### config.mk
export PLATFORM = sky130hd
export DESIGN_NAME = lfh_link_fault
export DESIGN_NICKNAME = d
export VERILOG_FILES = /design/src/rtl/lfh_pkg.sv /design/src/rtl/lfh_seq_detect.sv /design/src/rtl/lfh_fault_fsm.sv /design/src/rtl/lfh_tx_mux.sv /design/src/rtl/lfh_link_fault.sv
export SDC_FILE = /design/constraint.sdc
export NUM_CORES = 1
export LEC_CHECK = 0
export ABC_CLOCK_PERIOD_IN_PS = 2720
export CORE_ASPECT_RATIO = 2
export CORE_MARGIN = 2
export CORE_UTILIZATION = 36
export DETAILED_ROUTE_END_ITERATION = 8
export GPL_TIMING_DRIVEN = 0
export PLACE_DENSITY = 0.92
export SLEW_MARGIN = 20
export SYNTH_ARGS = -nofsm -noshare
export SYNTH_HDL_FRONTEND = slang
export SYNTH_SLANG_ARGS = --single-unit
### constraint.sdc
create_clock -name clk -period 2.72 [get_ports clk]
set_input_delay 0.544 -clock clk [delete_from_list [all_inputs] [get_ports clk]]
set_output_delay 0.544 -clock clk [all_outputs]
set_load 0.005 [all_outputs]
### src/rtl/lfh_pkg.sv
package lfh_pkg;
    localparam int LANES  = 4;
    localparam int LANE_W = 8;
    localparam int COL_W  = LANES * LANE_W;

    localparam logic [LANE_W-1:0] SEQ_CHAR    = 8'h9C;
    localparam logic [LANE_W-1:0] IDLE_CHAR   = 8'h07;
    localparam logic [LANE_W-1:0] CODE_LOCAL  = 8'h01;
    localparam logic [LANE_W-1:0] CODE_REMOTE = 8'h02;

    typedef enum logic [1:0] {FK_NONE, FK_LOCAL, FK_REMOTE} fault_kind_e;
    typedef enum logic [1:0] {LS_OK, LS_LOCAL, LS_REMOTE} link_state_e;
endpackage

### src/rtl/lfh_seq_detect.sv
module lfh_seq_detect
    import lfh_pkg::*;
(
    input  logic [COL_W-1:0] rx_data,
    input  logic [LANES-1:0] rx_ctrl,
    output fault_kind_e      kind
);
    logic              pad_zero;
    logic              frame_ok;
    logic [LANE_W-1:0] code;

    always_comb begin
        pad_zero = 1'b1;
        for (int i = 1; i < LANES - 1; i++) begin
            if (rx_data[i*LANE_W +: LANE_W] != '0) pad_zero = 1'b0;
        end
        code     = rx_data[COL_W-1 -: LANE_W];
        frame_ok = (rx_ctrl == LANES'(1)) && (rx_data[LANE_W-1:0] == SEQ_CHAR) && pad_zero;
        kind     = FK_NONE;
        if (frame_ok && code == CODE_LOCAL)  kind = FK_LOCAL;
        if (frame_ok && code == CODE_REMOTE) kind = FK_REMOTE;
    end
endmodule

### src/rtl/lfh_fault_fsm.sv
module lfh_fault_fsm
    import lfh_pkg::*;
#(
    parameter int SEQ_NEEDED = 4,
    parameter int WINDOW     = 128,
    parameter int QUIET      = 128
) (
    input  logic        clk,
    input  logic        rst_n,
    input  fault_kind_e kind,
    output link_state_e state
);
    localparam int CNT_W = $clog2(SEQ_NEEDED + 1);
    localparam int SPAN  = (WINDOW > QUIET) ? WINDOW : QUIET;
    localparam int QW    = $clog2(SPAN + 1);

    typedef struct packed {
        link_state_e      state;
        fault_kind_e      last;
        logic [CNT_W-1:0] count;
        logic [QW-1:0]    quiet;
    } fsm_t;

    fsm_t q, d;

    always_comb begin
        d = q;
        if (kind != FK_NONE) begin
            d.quiet = '0;
            if (q.state != LS_LOCAL) begin
                if (kind != q.last || q.count == '0 || q.quiet >= QW'(WINDOW))
                    d.count = CNT_W'(1);
                else if (q.count < CNT_W'(SEQ_NEEDED))
                    d.count = q.count + 1'b1;
                d.last = kind;
                if (d.count == CNT_W'(SEQ_NEEDED))
                    d.state = (kind == FK_LOCAL) ? LS_LOCAL : LS_REMOTE;
            end
        end else begin
            if (q.quiet < QW'(QUIET)) d.quiet = q.quiet + 1'b1;
            if (d.quiet == QW'(QUIET)) begin
                d.state = LS_OK;
                d.count = '0;
            end
        end
    end

    always_ff @(posedge clk or negedge rst_n) begin
        if (!rst_n) q <= '{state: LS_OK, last: FK_NONE, count: '0, quiet: '0};
        else        q <= d;
    end

    assign state = q.state;
endmodule

### src/rtl/lfh_tx_mux.sv
module lfh_tx_mux
    import lfh_pkg::*;
(
    input  link_state_e      state,
    input  logic [COL_W-1:0] mac_data,
    input  logic [LANES-1:0] mac_ctrl,
    output logic [COL_W-1:0] tx_data,
    output logic [LANES-1:0] tx_ctrl
);
    logic [COL_W-1:0] rf_data, idle_data;
    logic [LANES-1:0] rf_ctrl, idle_ctrl;

    for (genvar g = 0; g < LANES; g++) begin : g_lane
        assign idle_data[g*LANE_W +: LANE_W] = IDLE_CHAR;
        assign idle_ctrl[g]                  = 1'b1;
        assign rf_data[g*LANE_W +: LANE_W]   = (g == 0)         ? SEQ_CHAR :
                                               (g == LANES - 1) ? CODE_REMOTE : '0;
        assign rf_ctrl[g]                    = (g == 0);
    end

    always_comb begin
        case (state)
            LS_LOCAL:  begin tx_data = rf_data;   tx_ctrl = rf_ctrl;   end
            LS_REMOTE: begin tx_data = idle_data; tx_ctrl = idle_ctrl; end
            default:   begin tx_data = mac_data;  tx_ctrl = mac_ctrl;  end
        endcase
    end
endmodule

### src/rtl/lfh_link_fault.sv
module lfh_link_fault
    import lfh_pkg::*;
#(
    parameter int SEQ_NEEDED = 4,
    parameter int WINDOW     = 128,
    parameter int QUIET      = 128
) (
    input  logic             clk,
    input  logic             rst_n,
    input  logic [COL_W-1:0] rx_data,
    input  logic [LANES-1:0] rx_ctrl,
    input  logic [COL_W-1:0] mac_data,
    input  logic [LANES-1:0] mac_ctrl,
    output logic [COL_W-1:0] tx_data,
    output logic [LANES-1:0] tx_ctrl,
    output logic             local_fault,
    output logic             remote_fault
);
    fault_kind_e kind;
    link_state_e state;

    lfh_seq_detect u_det (
        .rx_data (rx_data),
        .rx_ctrl (rx_ctrl),
        .kind    (kind)
    );

    lfh_fault_fsm #(
        .SEQ_NEEDED (SEQ_NEEDED),
        .WINDOW     (WINDOW),
        .QUIET      (QUIET)
    ) u_fsm (
        .clk   (clk),
        .rst_n (rst_n),
        .kind  (kind),
        .state (state)
    );

    lfh_tx_mux u_mux (
        .state    (state),
        .mac_data (mac_data),
        .mac_ctrl (mac_ctrl),
        .tx_data  (tx_data),
        .tx_ctrl  (tx_ctrl)
    );

    assign local_fault  = (state == LS_LOCAL);
    assign remote_fault = (state == LS_REMOTE);
endmodule

==> results of run 1 <==
-- power by group --
group	internal, W	leakage, nW	switching, W	total, W
Clock	0.000104	0.0228	0.0000743	0.000178
Combinational	0.000155	0.913	0.0000541	0.000209
Sequential	0.000224	0.163	0.000000918	0.000225
-- stage by stage --
step	setup WS, ns	hold WS (ns)	util, %	std cells	setup TNS, ns
2_1_floorplan	0.720	0.248	-	182	0
3_3_place_gp	-0.0134	0.549	67.6	344	-0.0134
3_5_place_dp	-0.0530	0.562	67.6	344	-0.0530
4_1_cts	0.0122	0.581	68.9	348	0
5_1_grt	0.00325	0.606	69.1	348	0
6_report	0.114	0.575	69.1	348	0
-- cell usage in the layout, fill, tap and decap left out, types with 2 or more instances in the layout --
| master | count |
|---|---|
| clkbuf_2 | 2 |
| mux2i_1 | 3 |
| inv_1 | 10 |
| xnor2_1 | 4 |
| a21oi_1 | 4 |
| nor3b_1 | 2 |
| nand2_1 | 36 |
| nand3_1 | 3 |
| or4bb_1 | 2 |
| o211ai_1 | 2 |
| buf_2 | 4 |
| ha_1 | 6 |
| nor4_1 | 4 |
| nor3_1 | 4 |
| o31ai_1 | 5 |
| and3_1 | 2 |
| nor4_2 | 3 |
| clkdlybuf4s50_1 | 111 |
| and2_1 | 18 |
| nor2_1 | 14 |
| nor2b_1 | 2 |
| dfrtp_1 | 15 |
| nor4b_2 | 3 |
| o21ai_0 | 3 |
| clkbuf_8 | 3 |
| xor2_1 | 3 |
| nor4b_1 | 3 |
| nand2b_1 | 7 |
-- cell type report --
type | instances | area [um2]
Tap cell | 51 | 63.8
Timing Repair Buffer | 111 | 1110
Multi-Input combinational cell | 149 | 978
Clock buffer | 4 | 45.0
Inverter | 10 | 37.5
Sequential cell | 15 | 375
Buffer | 8 | 45.0
Fill cell | 302 | 1190
-- worst reg2reg max path, cell delays in order (launching register included) --
cell      delay (ns)
dfrtp_1         0.48
inv_1           0.07
ha_1            0.33
nor3b_1         0.33
a22o_1          0.19
a21boi_0        0.13
nor3_1          0.38
o31ai_1         0.14
-- state kept, by name (all words and copies together), names as in the netlist --
name	count
u_fsm.q	13
u_fsm.state	2
-- how the worst min path moves through the flow --
stage | slack [ns] | cells after the start | end
5_1_grt | 0.61 | 2 | u_fsm.state[1]
4_1_cts | 0.58 | 2 | u_fsm.q[6]
3_3_place_gp | 0.55 | 2 | u_fsm.q[12]
2_1_floorplan | 0.25 | 0 | u_fsm.q[0]
6_report | 0.57 | 2 | u_fsm.q[6]
3_5_place_dp | 0.56 | 2 | u_fsm.q[6]
-- cells by family (layout without fill, tap and decap cells) --
kind of cell	after synthesis	count (layout)	synth area share [%]
buffers and inverters	18	133	5.00
xor gates and xnor gates	7	7	4.30
muxes	3	3	2.11
DFF	15	15	26.3
adders and majority gates	6	6	5.27
and+or+nand+nor	110	110	45.1
AOI/OAI and AO/OA	23	23	11.9
-- metal layers --
metal / GRT usage, % / share of wire [%] / wire length, um
met5: 0 / 0 / 0
met4: 6.67 / 2.5 / 129
met3: 9.74 / 12 / 626
met2: 44.3 / 51 / 2630
met1: 22.1 / 34 / 1760
-- repair_timing --
| item | in CTS | in global routing |
|---|---|---|
| endpoints found under the hold margin | 0 | 0 |
| endpoints found under the setup margin | 30 | 13 |
| gates resized for setup | 4 | 8 |
| pin swaps | 0 | 0 |
==> flow_summary.ini, run 1 <==
[global_routing]
grtUsageTotal_pct = 23.2
grt_max_degree = 16
grt_pass1_wl_mm = 8.31
overflow = 0
antenna_found_initial = 0
grt_pass1_vias = 1792

[detailed_routing]
vias = 1763
first_iter_violations = 39
avgViaCountPerCell = 5.07
totalWireLength_mm = 5.15
drtPass1Iterations = 4
wl_per_cell_um = 14.8
drc_errors = 0
ant_nets = 0

[synthesis]
synth_area_leaders = dfrtp_1 (26%), nand2_1 (9.5%), and2_1 (7.9%)
synth.avg_cell_area_um2 = 7.83
synth_edf_count = 0
synth_top_area_cell = dfrtp_1
yosysWarnings = 0
synth.top_cell.area_share_pct = 26.3
ys_types = 42
synth_seq_area_share_pct = 26.3
syn-cell-area_mm2 = 0.00143
synth_commonest_cells = nand2_1 (36), and2_1 (18), dfrtp_1 (15)
ys_ff_latch = 15
ys.flop_type = dfrtp_1
synth.most_common_cell = nand2_1
synth-async-reset-ratio_pct = 100
syn_inst = 182
synth_nets = 262

[worst_setup_path]
critical_path_class = reg -> out
path_buf_inv = 3
r2r_end = u_fsm.q[9]
path_depth = 6
arrival_ns = 2.06
reg2regPathDepth = 7
path_cells = inv_1 -> ha_1 -> nand2b_1 -> clkbuf_2 -> nand2_1 -> clkdlybuf4s50_1
required_ns = 2.18
endpoint_kind = primary output
r2r_slack_ns = 0.53
crit_fanout = 10
critPathLaunch = u_fsm.state[0]
start_kind = flop
critPathCapture = tx_data[24]
crit_slowest_cell = clkdlybuf4s50_1
crit_family = buffers and inverters
critPathMaxStageDelay_ns = 0.52
r2r_start = u_fsm.q[0]

[power_and_ir_drop]
ir_drop_mv = 0.385
p_total_w = 0.000612
p_leak_nw = 1.10
powerDensity_mw_per_mm2 = 230

[job]
cap_violations = 0

[floorplanning]
core.rowCount = 32
die_x_um = 48.5
die_height_um = 93.0
core_area_mm2 = 0.00384
start_util_pct = 37.1
die-area_mm2 = 0.00451
pin_count = 112

[clocking]
cts_hold_buffers = 0
cts_setup_buffers = 0
cts-root-buf = clkbuf_8
cts_buffers = 3
h-tree-depth = 1
cts_tree = done
cts_buffer_depth = 2
cts_sinks = 15
clk_latency_ns = 0.24
clk_pin_slew_ns = 0.06

[placed_design]
gp_congestion = 0.810
hpwlAfterDp_mm = 4.39
io_buffers = 111
place_area_mm2 = 0.00260

[timing]
hold_viol = 0
worstMarginPinSlew_ns = 0.842
period_share_pct = 95.8
slew_viol_final = 0
period_needed_ns = 2.61
clock.fmax_mhz = 384
rsz0062_at_grt = no
skew_ns = 0.000906
finalSetupViolCount = 0
relSlewSlack_pct = 43.3

[cells_and_area]
final_layout_size_suffix_gt1_share_pct = 7.74
syn_to_final_growth_pct = 86.4
diodes = 0
fin_area_mm2 = 0.00266
nets = 378

[worst_hold_path]
min-delay-start = u_fsm.q[6]
worst_hold_path_type = reg -> reg

[status]
status = complete, no violations
Power figures use the tool's default switching activity.
==> run 2: changes to the inputs <==
ABC_AREA = 1   (was default)
CORE_UTILIZATION = 39   (was 36)
CTS_CLUSTER_DIAMETER = 60   (was default)
PLACE_DENSITY = 0.93   (was 0.92)
==> flow_summary.ini, run 2 <==
[placed_design]
io_buffers = 111
hpwlAfterDp_mm = 4.55
place_inst = 434
gp_congestion = 0.898
pre_cts_ws_ns = 0.106

[cells_and_area]
largest_reg_flops = 13
diodes = 0
syn_to_final_growth_pct = 74.4
final_layout_size_suffix_gt1_share_pct = 13.2
fill_cells = 336
nets = 466
seqCellArea_um2 = 375
layout_commonest_cell = clkdlybuf4s50_1
final_cell_mix = clkdlybuf4s50_1 (111), nand2_1 (90), inv_1 (53), nor2_1 (21), dfrtp_1 (15)
multi_input_area_mm2 = 0.00102
final_cells = 437
fin_util_pct = 70.4
regMostFlops = u_fsm.q

[detailed_routing]
ant_nets = 0
totalWireLength_mm = 5.13
drtPass1Iterations = 4
drc_errors = 0
avgViaCountPerCell = 4.73
first_iter_violations = 30
vias = 2068
wl_per_cell_um = 11.7

[timing]
hold_viol = 0
rsz0062_at_grt = no
clock.fmax_mhz = 394
relSlewSlack_pct = 56.1
period_needed_ns = 2.54
period_share_pct = 93.3
worstMarginPinSlew_ns = 0.657
layout_setup_ws_ns = 0.183
setup_tns_ns = 0
finalSetupViolCount = 0
skew_ns = 0.00323
slew_viol_final = 0

[global_routing]
overflow = 0
grt_pass1_wl_mm = 8.25
grt_pass1_vias = 2044
grt_max_degree = 16
grtUsageTotal_pct = 22.3
antenna_found_initial = 0

[synthesis]
synth_top_area_cell = dfrtp_1
synth_commonest_cells = nand2_1 (90), inv_1 (54), nor2_1 (21)
ys.flop_type = dfrtp_1
ys_types = 31
synth_nets = 351
ys_ff_latch = 15
syn-cell-area_mm2 = 0.00165
synth_seq_area_share_pct = 22.8
syn_inst = 271
synth.most_common_cell = nand2_1
synth.avg_cell_area_um2 = 6.09
synth_edf_count = 0
yosysWarnings = 0
synth-async-reset-ratio_pct = 100
synth.top_cell.area_share_pct = 22.8
synth_area_leaders = dfrtp_1 (23%), nand2_1 (20%), inv_1 (12%)

[worst_setup_path]
critical_path_class = reg -> out
start_kind = flop
crit_slowest_cell = clkdlybuf4s50_1
required_ns = 2.18
path_buf_inv = 4
crit_fanout = 10
critPathMaxStageDelay_ns = 0.50
path_cells = inv_1 -> ha_2 -> clkbuf_2 -> nand2_1 -> inv_1 -> clkdlybuf4s50_1
crit_top_cell = inv_1
arrival_ns = 1.99
endpoint_kind = primary output
crit_family = buffers and inverters

[floorplanning]
die_height_um = 96.0
die-area_mm2 = 0.00480
pin_count = 112
die_x_um = 50.0
core_area_mm2 = 0.00409
start_util_pct = 40.3
core.rowCount = 33

[clocking]
cts_tree = done
cts_buffer_depth = 2
cts_sinks = 15
clk_latency_ns = 0.25
h-tree-depth = 1
cts_hold_buffers = 0
clk_pin_slew_ns = 0.06
cts-root-buf = clkbuf_8
cts_buffers = 3

[power_and_ir_drop]
powerDensity_mw_per_mm2 = 218
ir_drop_mv = 0.227
p_leak_nw = 1.52

[worst_hold_path]
worst_hold_path_type = reg -> reg

[job]
cap_violations = 0

[status]
status = complete, no violations
[run 2: changes by cell type after synthesis, moves of 6 or more]
cell      before  now
nand3_1        3   13
nor2_2         0    8
nand2_1       36   90
inv_1         10   54
nand2b_1       7    0
nor2_1        14   21
nand2_2        0    6
inv_2          0    7
and2_1        18    0
[run 2: path summary, 6_finish.rpt]
| path | startpoint | endpoint | slack, ns | cells past startpoint |
|---|---|---|---|---|
| worst max-delay path | u_fsm.state[0] | tx_data[14] | 0.18 | 6 |
| worst min register to register | u_fsm.state[1] | u_fsm.state[1] | 0.54 | 2 |
| max in group asynchronous | rst_n | u_fsm.q[10] | 1.60 | 1 |
| worst min-delay path | u_fsm.state[1] | u_fsm.state[1] | 0.54 | 2 |
| worst max register to register | u_fsm.q[0] | u_fsm.state[0] | 0.96 | 10 |
| min in group asynchronous | rst_n | u_fsm.q[2] | 0.69 | 1 |
[run 2: through the flow]
step | hold slack (ns) | total power [W] | cell area, um2
global placement | 0.518 | 0.000443 | 2830
global route | 0.583 | 0.000653 | 2880
detailed placement | 0.528 | 0.000449 | 2830
floorplan | 0.248 | 0.000274 | 1650
finish | 0.541 | 0.000628 | 2880
CTS | 0.543 | 0.000634 | 2880
[run 2: worst min-delay path, delay by kind of cell (launching register included)]
kind	cells	cell delay, ns
simple gates	2	0.14
flops	1	0.37
[run 2: cell type report]
type / instances / area share [%]
Inverter: 62 / 8.09
Clock buffer: 4 / 1.57
Timing Repair Buffer: 111 / 38.6
Multi-Input combinational cell: 189 / 35.6
Tap cell: 52 / 2.26
Sequential cell: 15 / 13.0
Buffer: 4 / 0.783
[run 2: repair_timing]
action	4_1_cts	5_1_grt
resized for setup	5	2
setup endpoints to repair	31	31
buffers inserted	0	0
[run 2: power breakdown]
part	leakage (nW)	internal, W	switching [W]	total, W
registers	0.185	0.000223	0.00000000936	0.000223
logic	1.31	0.000155	0.0000653	0.000220
clock network	0.0228	0.000104	0.0000811	0.000185
[run 2: cell families after synthesis]
family	Yosys count	synth area share (%)
compound gates	12	5.24
xor+xnor	6	3.19
fa+ha+maj	6	4.55
buf+inv	67	15.3
flops	15	22.8
simple gates	165	49.0
[run 2: per-layer routing]
metal / global-route usage, % / wire [um] / vias to the layer above
met1: 15.3 / 1490 / 913
li1: - / - / 1034
met4: 11.3 / 159 / 0
met5: 0 / 0 / -
met2: 49.8 / 3080 / 110
met3: 4.66 / 399 / 11
==> run 3: changes to the inputs <==
CAP_MARGIN = 20   (was default)
==> results of run 3 <==
No change in the layout: final DEF, timing and power equal those of run 2.
